<file path="src/rtl/xfer_len_pkg.sv">
package xfer_len_pkg;
  // Strobes from the control FSM to the datapath.
  typedef struct packed {
    logic loadXfer;   // size a new transfer
    logic applyChunk; // take a new target chunk size
    logic applyMove;  // account for moved bytes
    logic finish;     // completion update
    logic ack;        // host acknowledge
  } ctlStrobes_t;
endpackage

</file>
<file path="src/rtl/xfer_len_dp.sv">
module xfer_len_dp
  import xfer_len_pkg::*;
#(
  parameter int LEN_W   = 16,
  parameter int CMD_CAP = 32
) (
  input  logic                    clk,
  input  logic                    rstN,
  input  ctlStrobes_t             strb,
  input  logic [LEN_W-1:0]        progLen,
  input  logic                    cmdPhase,
  input  logic                    dirIn,
  input  logic                    tgtLoad,
  input  logic signed [LEN_W+1:0] tgtCount,
  input  logic [LEN_W:0]          chunkLen,
  input  logic [LEN_W:0]          moveBytes,
  output logic                    effZero,
  output logic                    leftZero,
  output logic                    postLeftZero,
  output logic                    postAvailZero,
  output logic                    postRemPos,
  output logic                    dirLat,
  output logic                    chunkNz,
  output logic                    moveNz,
  output logic [LEN_W:0]          xferLeft,
  output logic signed [LEN_W+1:0] tgtRemain,
  output logic [LEN_W-1:0]        countReg,
  output logic [7:0]              statusReg,
  output logic [7:0]              intrReg,
  output logic                    irq,
  output logic                    xferDone
);
  localparam int CNT_W = LEN_W + 1;
  localparam int REM_W = LEN_W + 2;
  localparam logic [CNT_W-1:0] FULL_LEN = CNT_W'(1) << LEN_W;
  localparam logic [REM_W-1:0] CAP_EXT  = REM_W'(CMD_CAP);
  localparam logic [7:0] ST_INT  = 8'h80;
  localparam logic [7:0] ST_TC   = 8'h10;
  localparam logic [7:0] INT_SVC = 8'h10;

  logic [CNT_W-1:0]        leftCnt, availCnt;
  logic signed [REM_W-1:0] remainCnt;
  logic [CNT_W-1:0]        progEff, effLen, leftNext, availNext;
  logic [REM_W-1:0]        remMag, limit;
  logic signed [REM_W-1:0] moveExt, remainNext;

  // Effective length: programmed count (0 -> full) clamped by the limit.
  always_comb begin
    progEff = (progLen == '0) ? FULL_LEN : {1'b0, progLen};
    remMag  = remainCnt[REM_W-1] ? REM_W'(-remainCnt) : REM_W'(remainCnt);
    limit   = cmdPhase ? CAP_EXT : remMag;
    effLen  = ({1'b0, progEff} <= limit) ? progEff : limit[CNT_W-1:0];
  end

  // Values after the current move report.
  always_comb begin
    moveExt    = $signed({1'b0, moveBytes});
    leftNext   = leftCnt - moveBytes;
    availNext  = availCnt - moveBytes;
    remainNext = dirLat ? (remainCnt - moveExt) : (remainCnt + moveExt);
  end

  assign effZero       = (effLen == '0);
  assign leftZero      = (leftCnt == '0);
  assign postLeftZero  = (leftNext == '0);
  assign postAvailZero = (availNext == '0);
  assign postRemPos    = !remainNext[REM_W-1] && (remainNext != '0);
  assign chunkNz       = (chunkLen != '0);
  assign moveNz        = (moveBytes != '0);

  // Count state.
  always_ff @(posedge clk or negedge rstN) begin
    if (!rstN) begin
      leftCnt   <= '0;
      availCnt  <= '0;
      remainCnt <= '0;
      dirLat    <= 1'b0;
    end else begin
      if (strb.loadXfer) begin
        leftCnt <= effLen;
        dirLat  <= dirIn;
      end else if (strb.applyMove) begin
        leftCnt <= leftNext;
      end
      if (strb.applyChunk)     availCnt <= chunkLen;
      else if (strb.applyMove) availCnt <= availNext;
      if (tgtLoad)             remainCnt <= tgtCount;
      else if (strb.applyMove) remainCnt <= remainNext;
    end
  end

  // Host-visible bytes and interrupt.
  always_ff @(posedge clk or negedge rstN) begin
    if (!rstN) begin
      countReg  <= '0;
      statusReg <= '0;
      intrReg   <= '0;
      irq       <= 1'b0;
      xferDone  <= 1'b0;
    end else begin
      xferDone <= strb.finish;
      if (strb.loadXfer) begin
        countReg  <= progLen;
        statusReg <= statusReg & ~ST_TC;
      end
      if (strb.ack) begin
        irq          <= 1'b0;
        statusReg[7] <= 1'b0;
      end
      if (strb.finish) begin
        statusReg <= statusReg | ST_INT | ST_TC;
        intrReg   <= INT_SVC;
        countReg  <= '0;
        irq       <= 1'b1;
      end
    end
  end

  assign xferLeft  = leftCnt;
  assign tgtRemain = remainCnt;

  assert_left_bound_R1: assert property (@(posedge clk) disable iff (!rstN)
    leftCnt <= FULL_LEN);

  assert_start_clears_tc_R4: assert property (@(posedge clk) disable iff (!rstN)
    strb.loadXfer |=> (!statusReg[4] && countReg == $past(progLen)));

  assert_done_flags_R5: assert property (@(posedge clk) disable iff (!rstN)
    xferDone |-> (irq && intrReg == INT_SVC && countReg == '0 && statusReg[7] && statusReg[4]));

  assert_ack_drops_irq_R11: assert property (@(posedge clk) disable iff (!rstN)
    (strb.ack && !strb.finish) |=> !irq);
endmodule

</file>
<file path="src/rtl/xfer_len_ctl.sv">
module xfer_len_ctl
  import xfer_len_pkg::*;
(
  input  logic        clk,
  input  logic        rstN,
  input  logic        xferStart,
  input  logic        chunkRdy,
  input  logic        moveStb,
  input  logic        intAck,
  input  logic        effZero,
  input  logic        leftZero,
  input  logic        postLeftZero,
  input  logic        postAvailZero,
  input  logic        postRemPos,
  input  logic        dirLat,
  input  logic        chunkNz,
  input  logic        moveNz,
  output ctlStrobes_t strb
);
  typedef enum logic [1:0] {ST_IDLE, ST_MOVE, ST_WAIT} ctlState_t;
  ctlState_t st, stNext;

  always_comb begin
    strb     = '0;
    strb.ack = intAck;
    stNext   = st;
    if (xferStart) begin
      strb.loadXfer = 1'b1;
      stNext        = effZero ? ST_WAIT : ST_MOVE;
    end else begin
      case (st)
        ST_MOVE: begin
          if (chunkRdy && chunkNz) begin
            strb.applyChunk = 1'b1;
          end else if (moveStb && moveNz) begin
            strb.applyMove = 1'b1;
            if (postLeftZero && !postAvailZero) begin
              strb.finish = 1'b1;      // chunk partly used
              stNext      = ST_IDLE;
            end else if (postLeftZero) begin
              if (dirLat && postRemPos) begin
                strb.finish = 1'b1;    // data-in, target has more
                stNext      = ST_IDLE;
              end else begin
                stNext = ST_WAIT;      // defer to next chunk
              end
            end
          end
        end
        ST_WAIT: begin
          if (chunkRdy && chunkNz) begin
            strb.applyChunk = 1'b1;
            strb.finish     = 1'b1;
            stNext          = ST_IDLE;
          end
        end
        default: stNext = ST_IDLE;
      endcase
    end
  end

  always_ff @(posedge clk or negedge rstN) begin
    if (!rstN) st <= ST_IDLE;
    else       st <= stNext;
  end

  assert_wait_count_empty_R7: assert property (@(posedge clk) disable iff (!rstN)
    (st == ST_WAIT) |-> leftZero);

  assert_finish_only_busy_R5: assert property (@(posedge clk) disable iff (!rstN)
    strb.finish |-> (st != ST_IDLE));

  assert_zero_move_ignored_R10: assert property (@(posedge clk) disable iff (!rstN)
    (moveStb && !moveNz) |-> !strb.applyMove);
endmodule

</file>
<file path="src/rtl/xfer_len_top.sv">
module xfer_len_top
  import xfer_len_pkg::*;
#(
  parameter int LEN_W   = 16,
  parameter int CMD_CAP = 32
) (
  input  logic                    clk,
  input  logic                    rstN,
  input  logic [LEN_W-1:0]        progLen,
  input  logic                    xferStart,
  input  logic                    cmdPhase,
  input  logic                    dirIn,
  input  logic                    tgtLoad,
  input  logic signed [LEN_W+1:0] tgtCount,
  input  logic                    chunkRdy,
  input  logic [LEN_W:0]          chunkLen,
  input  logic                    moveStb,
  input  logic [LEN_W:0]          moveBytes,
  input  logic                    intAck,
  output logic [LEN_W:0]          xferLeft,
  output logic signed [LEN_W+1:0] tgtRemain,
  output logic [LEN_W-1:0]        countReg,
  output logic [7:0]              statusReg,
  output logic [7:0]              intrReg,
  output logic                    irq,
  output logic                    xferDone
);
  ctlStrobes_t strb;
  logic effZero, leftZero, postLeftZero, postAvailZero, postRemPos;
  logic dirLat, chunkNz, moveNz;

  xfer_len_ctl u_ctl (
    .clk(clk), .rstN(rstN), .xferStart(xferStart), .chunkRdy(chunkRdy),
    .moveStb(moveStb), .intAck(intAck), .effZero(effZero), .leftZero(leftZero),
    .postLeftZero(postLeftZero), .postAvailZero(postAvailZero),
    .postRemPos(postRemPos), .dirLat(dirLat), .chunkNz(chunkNz),
    .moveNz(moveNz), .strb(strb)
  );

  xfer_len_dp #(.LEN_W(LEN_W), .CMD_CAP(CMD_CAP)) u_dp (
    .clk(clk), .rstN(rstN), .strb(strb), .progLen(progLen),
    .cmdPhase(cmdPhase), .dirIn(dirIn), .tgtLoad(tgtLoad), .tgtCount(tgtCount),
    .chunkLen(chunkLen), .moveBytes(moveBytes), .effZero(effZero),
    .leftZero(leftZero), .postLeftZero(postLeftZero),
    .postAvailZero(postAvailZero), .postRemPos(postRemPos), .dirLat(dirLat),
    .chunkNz(chunkNz), .moveNz(moveNz), .xferLeft(xferLeft),
    .tgtRemain(tgtRemain), .countReg(countReg), .statusReg(statusReg),
    .intrReg(intrReg), .irq(irq), .xferDone(xferDone)
  );
endmodule

</file>
<file path="config.mk">
export PLATFORM = sky130hd
export DESIGN_NAME = xfer_len_top
export DESIGN_NICKNAME = d
export VERILOG_FILES = /design/src/rtl/xfer_len_pkg.sv /design/src/rtl/xfer_len_dp.sv /design/src/rtl/xfer_len_ctl.sv /design/src/rtl/xfer_len_top.sv
export SDC_FILE = /design/constraint.sdc
export NUM_CORES = 1
export LEC_CHECK = 0
export CAP_MARGIN = 30
export CORE_MARGIN = 2
export CORE_UTILIZATION = 35
export DETAILED_ROUTE_END_ITERATION = 6
export PLACE_DENSITY_LB_ADDON = 0.05
export SYNTH_ARGS = -nofsm -noshare
export SYNTH_HDL_FRONTEND = slang
export SYNTH_SLANG_ARGS = --single-unit
</file>
<file path="constraint.sdc">
create_clock -name clk -period 4.6 [get_ports clk]
set_input_delay 0.92 -clock clk [delete_from_list [all_inputs] [get_ports clk]]
set_output_delay 0.92 -clock clk [all_outputs]
set_load 0.1 [all_outputs]
</file>
==> metrics.md <==
| Metric | Value |
|---|---|
| Most frequent CP cell | buf_4 |
| Inserted Clock Buffers | 9 |
| Seq pwr share | 17.3% |
| Failing checks | setup timing |
| DP HPWL | 22900 um |
| Crit path time final | 4620 ps |
| Status | finished, violations left |
| DP Cell Count | 1541 |
| Worst-Margin Slew | 989 ps |
| IO Pins | 146 |
| Finished Layout Cells | 1577 |
| Yosys warns | 0 |
| Max Cap Violations | 0 |
| Die width | 154 um |
| Most common cell in the synthesized netlist | nor2_1 |
| Initial core utilization | 35.3% |
| Pre-CTS WS | -799 ps |
| VDD IR max | 0.211 mV |
| Distinct cells, synth | 71 |
| WHS | 467 ps |
| Antenna violations before repair | 0 |
| Drt wl/cell | 18.8 um |
| Setup violators final | 8 |
| Slew Viols, Final | 0 |
| Die Y | 154 um |
| Mean Syn Cell Area | 7.92 um2 |
| All-Layer GR Usage | 24.6% |
| DRC Markers | 0 |
| Fillers | 2237 |
| Drt first pass iters | 5 |
| Nets | 1438 |
| Core area | 22400 um2 |
| Switching pwr | 0.00263 W |
| Ant diodes | 0 |
| DR vias | 8433 |
| Clk_lat worst skew | 360 ps |
| WP data arrival | 4840 ps |
| Reg area | 1880 um2 |
| Cell Chain, Critical Path | buf_4 > inv_4 > nand3_4 > buf_6 > nor3b_2 > buf_4 > nor2_2 > xnor2_1 > ha_1 > buf_4 > buf_4 > or3_1 > nand2_1 > a31oi_2 > nor4bb_4 > nor4b_4 > nand4bb_4 > a211o_1 > a32oi_4 > buf_6 > o22ai_2 |
| Post-CTS Hold Buffers | 0 |
| Slew HR | 33.9% |
| Clock share of power | 14.2% |
| DR vias/cell | 5.35 |
| Mapped Cells | 999 |
| Hold Fails Final Rpt | 0 |
| Area contributors post-synth | dfrtp_1, ha_1, xnor2_1 |
| Crit start category | input port |
| Mapped Area | 7910 um2 |
| Clock transition at the registers of the reported paths | 80 ps |
| Clock Tree Buf Depth | 2 |
| Slowest-stage cell, CP | a32oi_4 |
| Crit-path max cell delay | 400 ps |
| Static Leakage | 5.22 nW |
| RSZ-0062 raised after global routing | yes |
| TritonCTS Sinks | 75 |
| Worst Path Max Fanout | 5 |
| Max Clock Skew | 10.7 ps |
| Sequential-to-total area share from yosys stat | 23.7% |
| DRT Wirelength | 29600 um |
| HP Class | in -> async |
| Die area | 23800 um2 |
| Int Pwr | 0.00293 W |
| Post-synth EDFFs | 0 |
| DR iter-0 viols | 399 |
| Layout cells sized above 1 | 23.1% |
| Depth of the CTS H-tree | 3 |
| Comb pwr share | 68.4% |
| GRT Residual Overflow | 0 |
| Yosys reg bits | 75 |
| Clock Tree Root | clkbuf_16 |
| Fraction of registers with async set/reset | 100% |
| Final Core Density | 51.3% |
| Tot Pwr | 0.00556 W |
| FMAX | 216 MHz |
| Buffers added on ports | 132 |
| Row cnt | 55 |
| Setup crit end kind | flip-flop |
| ANT nets after route | 0 |
| Final worst path period share | 100% |
| Multi-input gate area | 5810 um2 |
| Largest net degree at the start of global routing | 54 |
| First-pass GRT wire length | 45900 um |
| Power per standard cell area | 483 nW/um2 |
| Crit path kind | in -> reg |
| Commonest cells post-synth | nor2_1, dfrtp_1, ha_1, nand2_1, a21oi_1 |
| CP required | 4820 ps |
| Ys flop type | dfrtp_1 |
| Sw frac | 47.3% |
| Vias in the first global route | 8513 |
| Final setup margin | -19.6 ps |
| RePlAce Congestion | 0.952 |
| Area grow syn2layout | 45.4% |
| CTS tree | yes |
| Cell accounting for the most synthesized area | dfrtp_1 |
| Area fraction of the dominant cell type after synthesis | 23.7% |
area by class of cell:
class / instances / area share, %
Multi-Input combinational cell: 803 / 50.5
Timing Repair Buffer: 338 / 25.4
Sequential cell: 75 / 16.3
Tap cell: 285 / 3.10
Inverter: 60 / 2.02
Clock buffer: 9 / 1.96
Clock inverter: 7 / 0.729
state kept, by name (all words and copies together) (netlist names):
| signal | count |
|---|---|
| u_dp.countReg | 16 |
| u_ctl.st | 2 |
| u_dp.dirLat | 1 |
| u_dp.statusReg | 2 |
| u_dp.intrReg | 1 |
| u_dp.xferLeft | 17 |
| u_dp.xferDone | 1 |
| u_dp.tgtRemain | 18 |
| u_dp.availCnt | 17 |
power by group through the flow:
stage	Combinational [W]	Clock, W	Sequential [W]
after global routing	0.00413	0.000831	0.000983
after CTS	0.00367	0.000806	0.000967
after global placement	0.00361	0	0.000980
after floorplan	0.00175	0	0.00142
final	0.00381	0.000792	0.000964
after detailed placement	0.00361	0	0.000977
metal layers:
| layer | GRT usage (%) | share of wire (%) | vias up |
|---|---|---|---|
| li1 | - | - | 4208 |
| met1 | 33.1 | 47 | 3973 |
| met2 | 41.8 | 47 | 217 |
| met3 | 3.31 | 4.3 | 35 |
| met4 | 6.48 | 2.1 | 0 |
| met5 | 0 | 0 | - |
cells in the final DEF, fill, tap and decap left out, drive strengths merged, types with 10 or more instances in the layout:
| master | synthesis | final |
|---|---|---|
| xor2 | 18 | 18 |
| clkdlybuf4s50 | 0 | 118 |
| conb | 1 | 13 |
| a21o | 21 | 21 |
| a22o | 17 | 17 |
| nand4 | 17 | 17 |
| nor4 | 17 | 17 |
| clkbuf | 51 | 14 |
| xnor2 | 45 | 45 |
| and3 | 13 | 13 |
| a31oi | 11 | 11 |
| nor3 | 23 | 23 |
| nand3 | 15 | 15 |
| o21a | 12 | 12 |
| ha | 71 | 71 |
| nor2 | 83 | 83 |
| inv | 60 | 63 |
| buf | 22 | 212 |
| o21ai | 63 | 63 |
| a22oi | 10 | 10 |
| mux2i | 23 | 23 |
| nand2 | 71 | 71 |
| nor2b | 31 | 31 |
| a211oi | 22 | 22 |
| a21oi | 68 | 68 |
| dfrtp | 75 | 75 |
logic make-up after synthesis:
group | share of synthesized area, %
AO/OA/AOI/OAI | 25.9
multiplexers | 3.48
XOR/XNOR | 6.97
flip-flops | 23.7
buffers and inverters | 7.11
adder cells (fa/ha/maj) | 12.0
AND/OR/NAND/NOR | 20.8
other | 0.0474
per-stage QoR:
| step | setup TNS, ps | instance area [um2] |
|---|---|---|
| 4_1_cts | 0 | 11200 |
| 2_1_floorplan | 0 | 7960 |
| 3_3_place_gp | -15240 | 10700 |
| 3_5_place_dp | -16070 | 10700 |
| 5_1_grt | -2930 | 11500 |
| 6_report | -68.6 | 11500 |
worst max-delay path, delay by kind of cell:
kind                     cells  cell delay (ps)
adder cells (fa/ha/maj)      1              350
AO/OA/AOI/OAI                4              950
XOR/XNOR                     1              130
buffers and inverters        7              980
AND/OR/NAND/NOR              8             1490
what timing repair did:
item | in CTS | in global routing
endpoints found under the setup margin | 21 | 38
gates cloned | 2 | 1
pin swaps | 10 | 35
buffers inserted | 4 | 13
gates resized for setup | 31 | 84
final timing paths:
path                                  start                 to  slack (ps)  depth (start not counted)
max                            moveBytes[2]  u_dp.statusReg[7]         -20                         21
min in group clk           u_dp.availCnt[4]   u_dp.availCnt[4]         480                          2
max in group asynchronous              rstN  u_dp.countReg[14]        3520                          2
min                                    rstN   u_dp.availCnt[5]         470                          1
max reg2reg                     u_dp.dirLat  u_dp.statusReg[7]         350                         15
min reg2reg                u_dp.availCnt[4]   u_dp.availCnt[4]         480                          2
(Power assumes the default switching activity.)
